File: config.mk
export PLATFORM = sky130hd
export DESIGN_NAME = strobe_watchdog
export DESIGN_NICKNAME = d
export VERILOG_FILES = /design/src/rtl/wdt_pkg.sv /design/src/rtl/wdt_edge_sync.sv /design/src/rtl/wdt_ms_tick.sv /design/src/rtl/wdt_period_lut.sv /design/src/rtl/strobe_watchdog.sv
export SDC_FILE = /design/constraint.sdc
export NUM_CORES = 1
export LEC_CHECK = 0
export ABC_AREA = 1
export BUFFER_PORTS_ARGS = -buffer_cell sky130_fd_sc_hd__buf_2
export CAP_MARGIN = 20
export CORE_MARGIN = 10
export CORE_UTILIZATION = 61
export DETAILED_ROUTE_END_ITERATION = 16
export MAX_ROUTING_LAYER = met4
export PLACE_DENSITY = 0.84
export SYNTH_ARGS = -nofsm -noshare
export SYNTH_HDL_FRONTEND = slang
export SYNTH_SLANG_ARGS = --single-unit
File: constraint.sdc
create_clock -name clk -period 2.8 [get_ports clk]
set_input_delay 0.56 -clock clk [delete_from_list [all_inputs] [get_ports clk]]
set_output_delay 0.56 -clock clk [all_outputs]
set_load 0.05 [all_outputs]
File: src/rtl/wdt_pkg.sv
package wdt_pkg;

    typedef enum logic [1:0] {
        PSEL_SHORT    = 2'b00,
        PSEL_MID      = 2'b01,
        PSEL_LONG     = 2'b10,
        PSEL_LONG_ALT = 2'b11
    } psel_e;

    typedef struct packed {
        logic stage1;
        logic stage2;
        logic stage3;
    } sync_state_t;

endpackage

File: src/rtl/wdt_edge_sync.sv
module wdt_edge_sync
    import wdt_pkg::*;
(
    input  logic clk,
    input  logic rst_n,
    input  logic async_in,
    output logic fall_o
);

    sync_state_t st_d, st_q;

    always_comb begin
        st_d        = st_q;
        st_d.stage1 = async_in;
        st_d.stage2 = st_q.stage1;
        st_d.stage3 = st_q.stage2;
    end

    always_ff @(posedge clk or negedge rst_n) begin
        if (!rst_n) begin
            st_q <= '0;
        end else begin
            st_q <= st_d;
        end
    end

    assign fall_o = st_q.stage3 & ~st_q.stage2;

    AST_FALL_SINGLE: assert property (@(posedge clk) disable iff (!rst_n)
        fall_o |=> !fall_o);

endmodule

File: src/rtl/wdt_ms_tick.sv
module wdt_ms_tick #(
    parameter int CLKS_PER_MS = 200000
) (
    input  logic clk,
    input  logic rst_n,
    input  logic clear_i,
    output logic tick_o
);

    localparam int DIV_W = (CLKS_PER_MS > 1) ? $clog2(CLKS_PER_MS) : 1;
    localparam logic [DIV_W-1:0] DIV_LAST = DIV_W'(CLKS_PER_MS - 1);

    logic [DIV_W-1:0] div_d, div_q;

    always_comb begin
        div_d = div_q;
        if (clear_i) begin
            div_d = '0;
        end else if (div_q == DIV_LAST) begin
            div_d = '0;
        end else begin
            div_d = div_q + DIV_W'(1);
        end
    end

    always_ff @(posedge clk or negedge rst_n) begin
        if (!rst_n) begin
            div_q <= '0;
        end else begin
            div_q <= div_d;
        end
    end

    assign tick_o = (div_q == DIV_LAST);

    AST_DIV_RANGE: assert property (@(posedge clk) disable iff (!rst_n)
        div_q <= DIV_LAST);

    AST_CLEAR_ZERO: assert property (@(posedge clk) disable iff (!rst_n)
        clear_i |=> (div_q == '0));

endmodule

File: src/rtl/wdt_period_lut.sv
module wdt_period_lut
    import wdt_pkg::*;
#(
    parameter int PERIOD_SHORT_MS = 150,
    parameter int PERIOD_MID_MS   = 600,
    parameter int PERIOD_LONG_MS  = 1200,
    parameter int MS_W            = 11
) (
    input  logic [1:0]      sel_i,
    output logic [MS_W-1:0] limit_o
);

    always_comb begin
        case (psel_e'(sel_i))
            PSEL_SHORT: limit_o = MS_W'(PERIOD_SHORT_MS);
            PSEL_MID:   limit_o = MS_W'(PERIOD_MID_MS);
            default:    limit_o = MS_W'(PERIOD_LONG_MS);
        endcase
    end

    always_comb begin
        assert (limit_o != '0);
    end

endmodule

File: src/rtl/strobe_watchdog.sv
module strobe_watchdog #(
    parameter int CLKS_PER_MS     = 200000,
    parameter int PERIOD_SHORT_MS = 150,
    parameter int PERIOD_MID_MS   = 600,
    parameter int PERIOD_LONG_MS  = 1200
) (
    input  logic       clk,
    input  logic       rst_n,
    input  logic       sup_reset_active,
    input  logic       strobe,
    input  logic [1:0] period_sel,
    output logic       timeout_req
);

    localparam int MS_W = $clog2(PERIOD_LONG_MS + 1);

    typedef struct packed {
        logic [MS_W-1:0] ms;
        logic            timeout;
    } cnt_state_t;

    logic            kick;
    logic            tick;
    logic            clear;
    logic [MS_W-1:0] limit;
    logic [MS_W:0]   ms_next;
    cnt_state_t      st_d, st_q;

    wdt_edge_sync i_sync (
        .clk      (clk),
        .rst_n    (rst_n),
        .async_in (strobe),
        .fall_o   (kick)
    );

    assign clear = sup_reset_active | kick;

    wdt_ms_tick #(
        .CLKS_PER_MS (CLKS_PER_MS)
    ) i_tick (
        .clk     (clk),
        .rst_n   (rst_n),
        .clear_i (clear),
        .tick_o  (tick)
    );

    wdt_period_lut #(
        .PERIOD_SHORT_MS (PERIOD_SHORT_MS),
        .PERIOD_MID_MS   (PERIOD_MID_MS),
        .PERIOD_LONG_MS  (PERIOD_LONG_MS),
        .MS_W            (MS_W)
    ) i_lut (
        .sel_i   (period_sel),
        .limit_o (limit)
    );

    assign ms_next = {1'b0, st_q.ms} + (MS_W+1)'(1);

    always_comb begin
        st_d         = st_q;
        st_d.timeout = 1'b0;
        if (sup_reset_active) begin
            st_d.ms = '0;
        end else if (kick) begin
            st_d.ms = '0;
        end else if (tick) begin
            if (ms_next >= {1'b0, limit}) begin
                st_d.timeout = 1'b1;
                st_d.ms      = '0;
            end else begin
                st_d.ms = ms_next[MS_W-1:0];
            end
        end
    end

    always_ff @(posedge clk or negedge rst_n) begin
        if (!rst_n) begin
            st_q <= '0;
        end else begin
            st_q <= st_d;
        end
    end

    assign timeout_req = st_q.timeout;

    AST_PULSE_SINGLE: assert property (@(posedge clk) disable iff (!rst_n)
        timeout_req |=> !timeout_req);

    AST_HOLD_SILENT: assert property (@(posedge clk) disable iff (!rst_n)
        sup_reset_active |=> (!timeout_req && st_q.ms == '0));

    AST_KICK_RESTART: assert property (@(posedge clk) disable iff (!rst_n)
        kick |=> (!timeout_req && st_q.ms == '0));

    AST_MS_RANGE: assert property (@(posedge clk) disable iff (!rst_n)
        st_q.ms < MS_W'(PERIOD_LONG_MS));

    AST_TIMEOUT_NEEDS_TICK: assert property (@(posedge clk) disable iff (!rst_n)
        !tick |=> !timeout_req);

endmodule

==> results.md <==
- Layout Cells excl Fill: 352
- Standard-cell rows: 21
- Relative slew slack: 0.530
- Synth top area share: 0.385
- Clock sinks: 33
- Register area share after synthesis: 0.385
- Final Cycle Share: 0.899
- Synthesized area: 2150 sq um
- DP Area: 2220 sq um
- Kind of critical path: reg2reg
- Status: complete, no violations
- Largest area contributor in the netlist: dfrtp_1
- Leak Pwr: 1.11 nW
- Syn Inst Count: 293
- Min cycle time layout: 2520 ps
- Max-slew violations: 0
- Met3 capacity usage during global routing: 0.0383
- WP data arrival: 2760 ps
- Largest cells by area after synthesis: dfrtp_1 (38%), nand2_1 (11%), nand3_1 (9.3%), nor2_1 (7.2%), inv_1 (7.0%)
- GR peak layer: met2
- Setup Total Neg Slack: 0 ps
- H-Tree Level Count: 2
- Hold Crit Class: in2async
- HPWL Detailed: 3320 um
- Cell count of the worst reg-to-reg path: 17
- Total Wirelength: 4460 um
- GR Util met2: 0.281
- Wire length per cell: 12.7 um
- Vias in the first global route: 1,930
- GR Layer Usage met1: 0.169
- # DRC: 0
- RSZ-0062 raised after global routing: false
- ANT cells: 0
- Reg2reg setup slack: 280 ps
- Die H: 79.3 um
- Final Hold Fails: 0
- Grt total ovfl: 0
- Clock root buffer: clkbuf_4
- Setup Skew: 13.8 ps
- Post-layout net count: 321
- Critical path capture point type: flip-flop
- Fraction of layout cells with a size suffix above 1: 0.114
- # Max-Cap Violations: 0
- Post-synth cell types: 29
- Core ar.: 3360 sq um
- Via/cell ratio: 5.39
- Die Span X: 79.3 um
- DR iter-0 viols: 168
- Final instance area: 2320 sq um
- F_max: 0.397 GHz
- Syn-to-layout area delta: 8.16%
- Tightest Pin Transition: 705 ps
- Initial Util: 0.638
- Final ANT Viol Nets: 0
- Drt pass-1 iters: 4
- Placed cell count: 343
- Most frequent CP cell: nand2_1
- Worst Path Buf+Inv: 3
- Global Route Usage Sum: 0.163
- Worst path slowest cell: dfrtp_1
- Pin count of the biggest net entering global routing: 34
- Worst-path clk slew: 100 ps
- CP Cell Sequence: ha_1 -> nand2_1 -> nor2_4 -> nand2_1 -> nor2_2 -> inv_1 -> nand2_1 -> inv_1 -> ha_1 -> and3_1 -> nand3_1 -> a21oi_1 -> nand2_1 -> nand2_1 -> inv_2 -> nand3_1 -> nand2_1
- Filler Cell Count: 296
- CTS tree: done
- CTS Buffer Depth: 2
- Port buffer count: 6
- TritonCTS Buffers: 5
- Critical Path RT: 3040 ps
- Via Count: 1,897
- Syn Nets: 309
- PD cells: 385 nW/um^2
- Antenna violations before repair: 0
- Io pins: 7
- GPL Wtd Cong: 0.988
- Largest fanout on the critical path: 12
- Max stage delay on crit path: 410 ps
- Reg2reg start: st_q[1]
- Syn_area_per_cell: 7.32 sq um
- Die outline area: 6290 sq um
- Synth warn: 0
- Worst skew pair latency: 330 ps
- Synth Register Bits: 33
- First-pass GRT wire length: 8100 um
- Final Power: 0.894 mW
- CP startpoint kind: flip-flop
- Largest delay share family, worst path: simple AND/OR/NAND/NOR gates
- Max VDD drop: 333 uV
- End of the worst register-to-register path: st_q[10]
- Final setup viols: 0
synth_stat cells:
| cell type | n |
|---|---|
| nor2_2 | 5 |
| and3_1 | 1 |
| nand3_1 | 40 |
| nor4_1 | 2 |
| xnor2_1 | 2 |
| clkbuf_1 | 2 |
| ha_1 | 10 |
| nand2_2 | 3 |
| dfrtp_1 | 33 |
| nand3_2 | 2 |
| nor2_1 | 41 |
| inv_1 | 40 |
| a21oi_4 | 1 |
| or2_0 | 1 |
| a31o_2 | 1 |
| nor3_1 | 10 |
| buf_6 | 2 |
| o21ai_0 | 2 |
| xor2_1 | 7 |
| o21bai_1 | 2 |
| nand2_1 | 62 |
| a21oi_2 | 1 |
| inv_2 | 2 |
| o21a_1 | 1 |
| buf_4 | 1 |
| nand4_1 | 8 |
| nor3b_1 | 2 |
| nor2_4 | 2 |
| a21oi_1 | 7 |
area by class of cell:
| type | instances | area [sq um] | area share |
|---|---|---|---|
| Multi-Input combinational cell | 213 | 1130 | 0.489 |
| Clock buffer | 7 | 55.1 | 0.0237 |
| Sequential cell | 33 | 826 | 0.356 |
| Inverter | 42 | 158 | 0.0679 |
| Tap cell | 46 | 57.6 | 0.0248 |
| Timing Repair Buffer | 10 | 60.1 | 0.0259 |
| Clock inverter | 1 | 30.0 | 0.0129 |
cells by family (layout without fill, tap and decap cells):
| logic type | Yosys count | count (layout) | share of synthesized area |
|---|---|---|---|
| and+or+nand+nor | 179 | 179 | 0.382 |
| buffers and inverters | 47 | 60 | 0.0910 |
| DFF | 33 | 33 | 0.385 |
| AOI/OAI and AO/OA | 15 | 15 | 0.0472 |
| adders and majority gates | 10 | 10 | 0.0583 |
| xor gates and xnor gates | 9 | 9 | 0.0367 |
where the power goes:
group / switching (mW) / internal [mW] / total [mW]
clock network: 0.154 / 0.213 / 0.367
logic: 0.0304 / 0.0123 / 0.0427
registers: 0.00377 / 0.481 / 0.485
total: 0.188 / 0.706 / 0.894
what timing repair did:
item | in CTS | in global routing
setup buffers | 0 | 1
resized for setup | 0 | 2
setup endpoints to repair | 0 | 12
hold buffers | 0 | 0
endpoints found under the hold margin | 0 | 0
through the flow:
| stage | worst slack [ps] | hold WS, ps | utilization |
|---|---|---|---|
| detailed placement | 120 | 336 | 0.660 |
| global route | 7.21 | 282 | 0.690 |
| finish | 282 | 262 | 0.690 |
| global placement | 233 | 335 | 0.660 |
| floorplan | 535 | 264 | - |
| CTS | 93.3 | 272 | 0.685 |
worst max path at each step:
stage,slack (ps),depth (start not counted),to,startpoint
after CTS,90,14,st_q[10],st_q[1]
after detailed placement,120,14,st_q[10],st_q[1]
after floorplan,540,18,st_q[10],st_q[1]
after global placement,230,14,st_q[10],st_q[1]
after global routing,7,17,st_q[10],st_q[1]
final,280,17,st_q[10],st_q[1]
sequential cells by signal, indices dropped and copies added (netlist names):
signal,count
st_q,11
i_tick.div_q,18
timeout_req,1
i_sync.st_d,2
i_sync.st_q,1
cell usage in the layout, fill, tap and decap left out, drive strengths merged:
cell type | Yosys | final
nor3b | 2 | 2
nand3 | 42 | 42
a31o | 1 | 1
o21bai | 2 | 2
inv | 42 | 42
clkbuf | 2 | 7
nor2 | 48 | 48
buf | 3 | 10
a21oi | 9 | 9
xnor2 | 2 | 2
or2 | 1 | 1
o21a | 1 | 1
nand2 | 65 | 65
ha | 10 | 10
and3 | 1 | 1
nand4 | 8 | 8
nor3 | 10 | 10
xor2 | 7 | 7
nor4 | 2 | 2
o21ai | 2 | 2
bufinv | 0 | 1
dfrtp | 33 | 33
metal layers:
layer  wire length, um  part of all wire  vias to the layer above
li1                  -                 -                      966
met1              1900              0.43                      864
met2              2270              0.51                       57
met3               194             0.043                       10
met4                97             0.022                        0
met5                 0                 0                        -
No activity file was read; power rests on OpenSTA's default activity.
